==> src/rtl/pes_pkg.sv <==
package pes_pkg;

    typedef enum logic [2:0] {
        ST_BUB = 3'd0,
        ST_AOK = 3'd1,
        ST_HLT = 3'd2,
        ST_ADR = 3'd3,
        ST_INS = 3'd4
    } stat_e;

    // True for the codes that stop the machine
    function automatic logic is_exc(stat_e s);
        return (s == ST_ADR) || (s == ST_INS) || (s == ST_HLT);
    endfunction

endpackage

==> src/rtl/pes_fetch_class.sv <==
module pes_fetch_class
    import pes_pkg::*;
#(
    parameter int              OPW     = 4,
    parameter logic [OPW-1:0]  NOP_OP  = '0,
    parameter logic [OPW-1:0]  HALT_OP = 1
) (
    input  logic           imem_err,
    input  logic           instr_valid,
    input  logic [OPW-1:0] f_opcode,
    output stat_e          f_stat,
    output logic [OPW-1:0] f_op_eff
);

    always_comb begin
        if (imem_err)                f_stat = ST_ADR;
        else if (!instr_valid)       f_stat = ST_INS;
        else if (f_opcode == HALT_OP) f_stat = ST_HLT;
        else                         f_stat = ST_AOK;
        // Faulted fetches travel with a no-op opcode so they act as bubbles
        f_op_eff = ((f_stat == ST_AOK) || (f_stat == ST_HLT)) ? f_opcode : NOP_OP;
    end

endmodule

==> src/rtl/pes_stage_chain.sv <==
module pes_stage_chain
    import pes_pkg::*;
#(
    parameter int              OPW    = 4,
    parameter logic [OPW-1:0]  NOP_OP = '0,
    parameter int              MID    = 2
) (
    input  logic           clk,
    input  logic           rst,
    input  stat_e          f_stat,
    input  logic [OPW-1:0] f_op,
    input  logic           flush,
    input  logic           m_bubble,
    input  logic           w_stall,
    input  logic           dmem_err,
    output stat_e          e_stat,
    output logic [OPW-1:0] e_op,
    output stat_e          m_stat,
    output logic [OPW-1:0] m_op,
    output stat_e          w_stat
);

    typedef struct packed {
        stat_e          st;
        logic [OPW-1:0] op;
    } slot_t;

    typedef struct packed {
        slot_t [MID-1:0] mid;
        slot_t           mem;
        stat_e           wb;
    } chain_t;

    localparam slot_t BUB_SLOT = '{st: ST_BUB, op: NOP_OP};

    chain_t pipe_d, pipe_q;
    stat_e  m_eff;

    always_comb begin
        m_eff = (pipe_q.mem.st == ST_AOK && dmem_err) ? ST_ADR : pipe_q.mem.st;
    end

    always_comb begin
        pipe_d = pipe_q;
        for (int i = 0; i < MID; i++) begin
            if (flush)       pipe_d.mid[i] = BUB_SLOT;
            else if (i == 0) pipe_d.mid[i] = '{st: f_stat, op: f_op};
            else             pipe_d.mid[i] = pipe_q.mid[i-1];
        end
        pipe_d.mem = m_bubble ? BUB_SLOT : pipe_q.mid[MID-1];
        pipe_d.wb  = w_stall ? pipe_q.wb : m_eff;
        if (rst) begin
            for (int i = 0; i < MID; i++) pipe_d.mid[i] = BUB_SLOT;
            pipe_d.mem = BUB_SLOT;
            pipe_d.wb  = ST_BUB;
        end
    end

    always_ff @(posedge clk) begin
        pipe_q <= pipe_d;
    end

    assign e_stat = pipe_q.mid[MID-1].st;
    assign e_op   = pipe_q.mid[MID-1].op;
    assign m_stat = m_eff;
    assign m_op   = pipe_q.mem.op;
    assign w_stat = pipe_q.wb;

    // a requested bubble is what the memory stage holds next
    a_r6_mem_squashed: assert property (@(posedge clk) disable iff (rst)
        m_bubble |=> (pipe_q.mem.st == ST_BUB));

    // a stalled write-back register keeps its content
    a_r8_wb_frozen: assert property (@(posedge clk) disable iff (rst)
        w_stall |=> $stable(pipe_q.wb));

    generate
        for (genvar g = 0; g < MID; g++) begin : g_flush_chk
            // flushed front stages come back as bubbles
            a_r11_flush_bub: assert property (@(posedge clk) disable iff (rst)
                flush |=> (pipe_q.mid[g].st == ST_BUB));
        end
    endgenerate

endmodule

==> src/rtl/pes_hazard_ctrl.sv <==
module pes_hazard_ctrl
    import pes_pkg::*;
#(
    parameter int              OPW      = 4,
    parameter logic [OPW-1:0]  ALU_OP   = 6,
    parameter logic [OPW-1:0]  STORE_OP = 4
) (
    input  stat_e          e_stat,
    input  logic [OPW-1:0] e_op,
    input  stat_e          m_stat,
    input  logic [OPW-1:0] m_op,
    input  stat_e          w_stat,
    output logic           set_cc,
    output logic           dmem_we,
    output logic           m_bubble,
    output logic           w_stall
);

    logic late_exc;

    always_comb begin
        late_exc = is_exc(m_stat) || is_exc(w_stat);
        set_cc   = (e_op == ALU_OP) && (e_stat == ST_AOK) && !late_exc;
        m_bubble = late_exc;
        w_stall  = is_exc(w_stat);
        dmem_we  = (m_op == STORE_OP) && (m_stat == ST_AOK) && !is_exc(w_stat);
    end

endmodule

==> src/rtl/pes_status_report.sv <==
module pes_status_report
    import pes_pkg::*;
(
    input  logic  clk,
    input  logic  rst,
    input  stat_e w_stat,
    output stat_e stat_out
);

    always_comb begin
        stat_out = (w_stat == ST_BUB) ? ST_AOK : w_stat;
    end

    // a reported exception stays on the output
    a_r8_report_hold: assert property (@(posedge clk) disable iff (rst)
        is_exc(stat_out) |=> (stat_out == $past(stat_out)));

endmodule

==> src/rtl/pipe_exc_ctrl.sv <==
module pipe_exc_ctrl
    import pes_pkg::*;
#(
    parameter int              OPW      = 4,
    parameter logic [OPW-1:0]  NOP_OP   = 0,
    parameter logic [OPW-1:0]  HALT_OP  = 1,
    parameter logic [OPW-1:0]  STORE_OP = 4,
    parameter logic [OPW-1:0]  ALU_OP   = 6
) (
    input  logic           clk,
    input  logic           rst,
    input  logic           imem_err,
    input  logic           instr_valid,
    input  logic [OPW-1:0] f_opcode,
    input  logic           dmem_err,
    input  logic           br_flush,
    output logic [2:0]     stat_out,
    output logic           set_cc,
    output logic           dmem_we,
    output logic           m_bubble,
    output logic           w_stall
);

    localparam int MID_STAGES = 2;

    stat_e          f_stat, e_stat, m_stat, w_stat, rep_stat;
    logic [OPW-1:0] f_op, e_op, m_op;

    pes_fetch_class #(.OPW(OPW), .NOP_OP(NOP_OP), .HALT_OP(HALT_OP)) u_fetch (
        .imem_err    (imem_err),
        .instr_valid (instr_valid),
        .f_opcode    (f_opcode),
        .f_stat      (f_stat),
        .f_op_eff    (f_op)
    );

    pes_stage_chain #(.OPW(OPW), .NOP_OP(NOP_OP), .MID(MID_STAGES)) u_chain (
        .clk      (clk),
        .rst      (rst),
        .f_stat   (f_stat),
        .f_op     (f_op),
        .flush    (br_flush),
        .m_bubble (m_bubble),
        .w_stall  (w_stall),
        .dmem_err (dmem_err),
        .e_stat   (e_stat),
        .e_op     (e_op),
        .m_stat   (m_stat),
        .m_op     (m_op),
        .w_stat   (w_stat)
    );

    pes_hazard_ctrl #(.OPW(OPW), .ALU_OP(ALU_OP), .STORE_OP(STORE_OP)) u_ctrl (
        .e_stat   (e_stat),
        .e_op     (e_op),
        .m_stat   (m_stat),
        .m_op     (m_op),
        .w_stat   (w_stat),
        .set_cc   (set_cc),
        .dmem_we  (dmem_we),
        .m_bubble (m_bubble),
        .w_stall  (w_stall)
    );

    pes_status_report u_report (
        .clk      (clk),
        .rst      (rst),
        .w_stat   (w_stat),
        .stat_out (rep_stat)
    );

    assign stat_out = rep_stat;

    // no memory write in a cycle that squashes the memory stage
    a_r7_no_write_on_squash: assert property (@(posedge clk) disable iff (rst)
        dmem_we |-> !m_bubble);

endmodule

==> config.mk <==
export PLATFORM = sky130hd
export DESIGN_NAME = pipe_exc_ctrl
export DESIGN_NICKNAME = d
export VERILOG_FILES = /design/src/rtl/pes_pkg.sv /design/src/rtl/pes_fetch_class.sv /design/src/rtl/pes_stage_chain.sv /design/src/rtl/pes_hazard_ctrl.sv /design/src/rtl/pes_status_report.sv /design/src/rtl/pipe_exc_ctrl.sv
export SDC_FILE = /design/constraint.sdc
export NUM_CORES = 1
export LEC_CHECK = 0
export ABC_CLOCK_PERIOD_IN_PS = 1200
export BUFFER_PORTS_ARGS = -buffer_cell sky130_fd_sc_hd__buf_2
export CAP_MARGIN = 0
export CORE_MARGIN = 4
export CORE_UTILIZATION = 46
export CTS_CLUSTER_DIAMETER = 100
export DETAILED_ROUTE_END_ITERATION = 10
export PLACE_DENSITY = 0.67
export SETUP_SLACK_MARGIN = 0.4
export SLEW_MARGIN = 20
export SYNTH_ARGS = -nofsm -noshare
export SYNTH_HDL_FRONTEND = slang
export SYNTH_SLANG_ARGS = --single-unit
==> constraint.sdc <==
create_clock -name clk -period 1.2 [get_ports clk]
set_input_delay 0.12 -clock clk [delete_from_list [all_inputs] [get_ports clk]]
set_output_delay 0.12 -clock clk [all_outputs]
set_load 0.03 [all_outputs]
==> flow_summary.ini, run 1 <==
[run_status]
status = finished, violations left
violations = setup timing

[global_route]
grt_pass1_vias = 643
grt_pass1_wl_microns = 2730
grt_antenna_before_repair = 0
track_usage = 0.142
grt_max_degree = 15
grt-ovfl-total = 0

[cts]
cts_num_sinks = 24
cts_buffer_depth = 2
root_buffer = clkbuf_4
clk_pin_slew_worst_paths_ps = 120
cts_tree = built
clk_latency_ps = 300
cts_htree_levels = 1
cts_inserted_buffers = 3

[die]
die_area_sq_mm = 0.00260
die_w_microns = 51.0
fp.coreArea_sq_mm = 0.00175
start_util = 0.487
fp-row-count = 15
dieHeight_microns = 51.0
io_pins = 17

[timing]
worstMarginPinSlew_ps = 505
hold_viol = 0
slew_violations = 0
timing.final.ws_setup_ps = -340
setup_viol = 12
min_period_ps = 1540
min_period_over_period = 1.28
slew_headroom = 0.659
skew_ps = 6.53
timing.fmax_ghz = 0.649
rsz0062_at_grt = yes

[place]
dp.cells = 126
gp_congestion = 0.743
dp_hpwl_microns = 1130
place_ws_ps = -78.4
port_buffers = 16

[route]
totalWireLength_microns = 1750
viasPerCell = 5.08
ant_nets = 0
drtPass1Iterations = 4
drc = 0
num_vias = 691
drt_iter0_markers = 3
avgRoutedWirePerCell_microns = 12.8

[logic_synthesis]
synthTopCellsByArea = dfxtp_1 56%, and2_1 8.1%, nor3b_1 7.1%
yosysTopAreaCell = dfxtp_1
ys_types = 24
synth_top_area_frac = 0.565
yosysWarnings = 0
syn_avg_cell_area_sq_um = 10.8
synth.ff_latch_count = 24
syn_nets = 89
netlist_area_sq_um = 851
yosysSeqAreaShare = 0.565
synth_cells = 79

[final_layout]
finalNonFillerCells = 136
diodes = 0
drive_gt1_frac = 0.577
layout_common_cells = 20 x dfxtp_1, 12 x buf_6, 11 x and2_1
finish.utilization = 0.763
syn2layout_area_growth_pct = 56.6
final_common_cell = dfxtp_1
nNetsFinal = 122
num-fill-cells = 123

[hold_path]
min_to = u_chain.pipe_q[16]
worstHoldStart = instr_valid
min_path_type = input pin to flip-flop
hold_path_depth = 2

[worst_setup_path]
cp_max_fo = 4
start_kind = flip-flop
cp.arrival_ps = 1420
worstReg2RegEnd = u_chain.m_op[2]
timing.rr.start = u_chain.pipe_q[9]
worstSetupPathType = flip-flop to output port
cp.required_ps = 1080
reg2reg_slack_ps = -200
worstRegToRegCells = 6
endpoint_kind = output port

[pwr]
p_leak_nw = 0.533
p_per_area_mw_per_mm2 = 1120
peakVddDrop_uv = 968

[job]
maxCapViolCount = 0
[kinds of logic (layout without fill, tap and decap cells)]
| kind of cell | Yosys count | in the layout | synth area share |
|---|---|---|---|
| AOI/OAI and AO/OA | 10 | 10 | 0.0927 |
| buffers and inverters | 5 | 37 | 0.0235 |
| DFF | 24 | 24 | 0.565 |
| and+or+nand+nor | 40 | 40 | 0.319 |
[layer usage]
layer	routed length, microns	global-route usage	vias to the layer above
met5	0	0	-
met4	75	0.0942	0
met3	95	0.0350	8
met2	868	0.236	21
met1	708	0.158	323
li1	-	-	339
[layout make-up]
| type | instances | area [sq um] | share of cell area |
|---|---|---|---|
| clock inverter | 1 | 30.0 | 0.0225 |
| inverter | 1 | 6.26 | 0.00469 |
| sequential | 24 | 485 | 0.364 |
| multi-input combinational | 50 | 489 | 0.367 |
| clock buffer | 3 | 22.5 | 0.0169 |
| timing repair buffer | 32 | 268 | 0.201 |
| tap | 25 | 31.3 | 0.0235 |
[worst max-delay path, stage by stage (launching register included)]
cell,delay [ps]
dfxtp_2,400
or3b_1,400
o2111ai_4,130
nor2_4,50
buf_6,140
[how the worst max path moves through the flow]
stage                           to  slack, ps               from  depth (start not counted)
after detailed placement  m_bubble        -80  u_chain.w_stat[2]                          3
final                       set_cc       -340  u_chain.pipe_q[9]                          4
after global placement    m_bubble        -70  u_chain.w_stat[2]                          3
after global routing        set_cc       -420  u_chain.pipe_q[9]                          4
after CTS                   set_cc       -340  u_chain.w_stat[1]                          4
after floorplan             set_cc        -60  u_chain.w_stat[1]                          4
[metrics by stage]
step,power (mW),setup TNS [ps],hold WS [ps],area (sq um)
finish,1.50,-2540,7.95,1330
detailed placement,0.923,-468,331,1070
CTS,1.50,-2630,-6.01,1240
floorplan,0.880,-522,190,912
global route,1.56,-3310,-10.3,1330
global placement,0.921,-343,322,1070
[sequential cells by signal, summed over array words and instances (netlist names)]
name,flops
u_chain.e_op,4
u_chain.e_stat,3
u_chain.m_op,4
u_chain.pipe_q,10
u_chain.w_stat,3
[synth_stat cells]
cell and instances:
nor2b_1 1, a21oi_1 5, clkbuf_2 1, or3b_1 2, nand3b_1 1, nor3b_1 8, nand2b_1 2, dfxtp_1 24
nor4b_1 4, o21ai_0 1, nor3_1 2, nand4b_1 1, inv_1 1, a211oi_1 1, nand2_1 1, or2b_1 1
o21a_1 1, o2111ai_4 1, and3b_2 1, nor2_1 3, clkbuf_1 3, and2_1 11, o21bai_1 1, nor4_1 2
[what timing repair did]
item,4_1_cts,5_1_grt
resized for setup,25,17
pin swaps,6,10
hold buffers,1,1
endpoints found under the hold margin,2,2
buffers inserted,3,1
setup endpoints to repair,17,17
[power breakdown]
group	internal, mW	switching, mW	total, mW
registers	0.809	0.00517	0.814
logic	0.0641	0.0637	0.128
clock network	0.338	0.219	0.557
Note: power is estimated with default switching activity, not from simulation.
==> run 2, diff against run 1 <==
ABC_CLOCK_PERIOD_IN_PS = 1600   (was 1200)
CORE_UTILIZATION = 47   (was 46)
PLACE_DENSITY = 0.66   (was 0.67)
clock period = 1.6 ns   (was 1.2 ns; I/O delays follow)
==> flow_summary.ini, run 2 (synthesis gave the netlist of run 1 again) <==
[timing]
hold_viol = 0
min_period_ps = 1610
slew_headroom = 0.692
rsz0062_at_grt = yes
timing.final.ws_setup_ps = -8.55
timing.fmax_ghz = 0.622
min_period_over_period = 1.01
fin_tns_setup_ps = -8.55
slew_violations = 0
setup_viol = 1
skew_ps = 7.47
worstMarginPinSlew_ps = 455

[cts]
clk_latency_ps = 300
cts_htree_levels = 1
root_buffer = clkbuf_4
cts_buffer_depth = 2
clk_pin_slew_worst_paths_ps = 120
cts_tree = built
cts_inserted_buffers = 3
holdBufCountCts = 0
cts_num_sinks = 24

[final_layout]
syn2layout_area_growth_pct = 41.6
num-fill-cells = 128
nNetsFinal = 113
largest_register_ff_count = 10
regMostFlops = u_chain.pipe_q
drive_gt1_frac = 0.490
final_common_cell = dfxtp_1
layout_common_cells = 17 x dfxtp_1, 11 x and2_1, 11 x buf_2
diodes = 0
finalNonFillerCells = 127
finish.utilization = 0.698

[global_route]
grt_pass1_vias = 627
grt_pass1_wl_microns = 2660
grt_max_degree = 15
grt_antenna_before_repair = 0
track_usage = 0.142
grt-ovfl-total = 0

[place]
dp.cells = 117
port_buffers = 16
gp_congestion = 0.755
dp_hpwl_microns = 1010

[route]
ant_nets = 0
viasPerCell = 5.03
drt_iter0_markers = 8
totalWireLength_microns = 1610
drtPass1Iterations = 4
drc = 0
num_vias = 639
avgRoutedWirePerCell_microns = 12.6

[hold_path]
min_path_type = input pin to flip-flop
hold_path_depth = 2
worstHoldStart = instr_valid
min_to = u_chain.pipe_q[16]

[worst_setup_path]
worstSetupPathType = flip-flop to output port
cp_max_fo = 6
start_kind = flip-flop
timing.rr.start = u_chain.pipe_q[8]
reg2reg_slack_ps = 30
cp.required_ps = 1440
worstReg2RegEnd = u_chain.pipe_q[7]
worstRegToRegCells = 7
cp.arrival_ps = 1450
endpoint_kind = output port

[die]
dieHeight_microns = 50.5
fp-row-count = 15
die_area_sq_mm = 0.00255
fp.coreArea_sq_mm = 0.00173
start_util = 0.493
io_pins = 17
die_w_microns = 50.5

[pwr]
p_int_mw = 0.894
p_per_area_mw_per_mm2 = 914
clockPowerShare = 0.377
total_power_mw = 1.10
switchingPower_mw = 0.208
netSwitchingFraction = 0.189
pwr-share-seq = 0.552
peakVddDrop_uv = 646
power_frac_comb = 0.071
p_leak_nw = 0.476

[run_status]
status = finished, violations left
violations = setup timing

[job]
maxCapViolCount = 0
[run 2: changes by cell type in the layout (fill, tap and decap cells not counted), sizes merged]
cell	previous run	this run
buf	30	23
dlygate4sd3	2	0
[run 2: routing by layer]
| metal | up-vias | wire length (microns) | track usage |
|---|---|---|---|
| li1 | 322 | - | - |
| met1 | 301 | 617 | 0.141 |
| met2 | 14 | 915 | 0.270 |
| met3 | 2 | 61 | 0.0356 |
| met4 | 0 | 12 | 0.0673 |
| met5 | - | 0 | 0 |
[run 2: final cells by class]
| type | instances | area, sq um | share of cell area |
|---|---|---|---|
| repair buffers | 23 | 179 | 0.148 |
| inverters | 1 | 3.75 | 0.00312 |
| clock buffers | 3 | 22.5 | 0.0187 |
| well taps | 25 | 31.3 | 0.0260 |
| multi-input cells | 50 | 444 | 0.369 |
| clock inverters | 1 | 30.0 | 0.0249 |
| flip-flops and latches | 24 | 494 | 0.410 |
[run 2: how the worst max path moves through the flow]
| stage | start | endpoint | slack [ps] | cells past startpoint |
|---|---|---|---|---|
| final | u_chain.pipe_q[9] | set_cc | -9 | 4 |
| after global routing | u_chain.pipe_q[9] | set_cc | -70 | 4 |
| after CTS | u_chain.w_stat[1] | set_cc | 9 | 4 |
| after detailed placement | u_chain.w_stat[2] | m_bubble | 180 | 3 |
| after global placement | u_chain.w_stat[2] | m_bubble | 200 | 3 |
| after floorplan | u_chain.w_stat[1] | set_cc | 300 | 4 |
[run 2: critical path, cell delays in order, from the launching register on]
cell and delay, ps:
dfxtp_4 390, or3b_4 390, o2111ai_4 150, nor2_4 80, buf_6 140
[run 2: repair_timing]
item,in CTS,in global routing
gates resized for setup,21,11
endpoints found under the setup margin,12,13
pin swaps,4,5
setup buffers,5,1
[run 2: power by group through the flow]
| stage | sequential [mW] | clock, mW | combinational [mW] |
|---|---|---|---|
| 3_3_place_gp | 0.623 | 0 | 0.0572 |
| 2_1_floorplan | 0.622 | 0 | 0.0366 |
| 6_report | 0.608 | 0.416 | 0.0780 |
| 5_1_grt | 0.610 | 0.447 | 0.0846 |
| 4_1_cts | 0.607 | 0.429 | 0.0746 |
| 3_5_place_dp | 0.624 | 0 | 0.0582 |
[run 2: through the flow]
stage | area, sq um | setup WS [ps] | hold WS [ps]
detailed placement | 995 | 182 | 369
floorplan | 901 | 300 | 232
finish | 1200 | -8.55 | 54.1
global placement | 995 | 202 | 364
global route | 1200 | -70.0 | 36.1
CTS | 1160 | 9.50 | 32.8
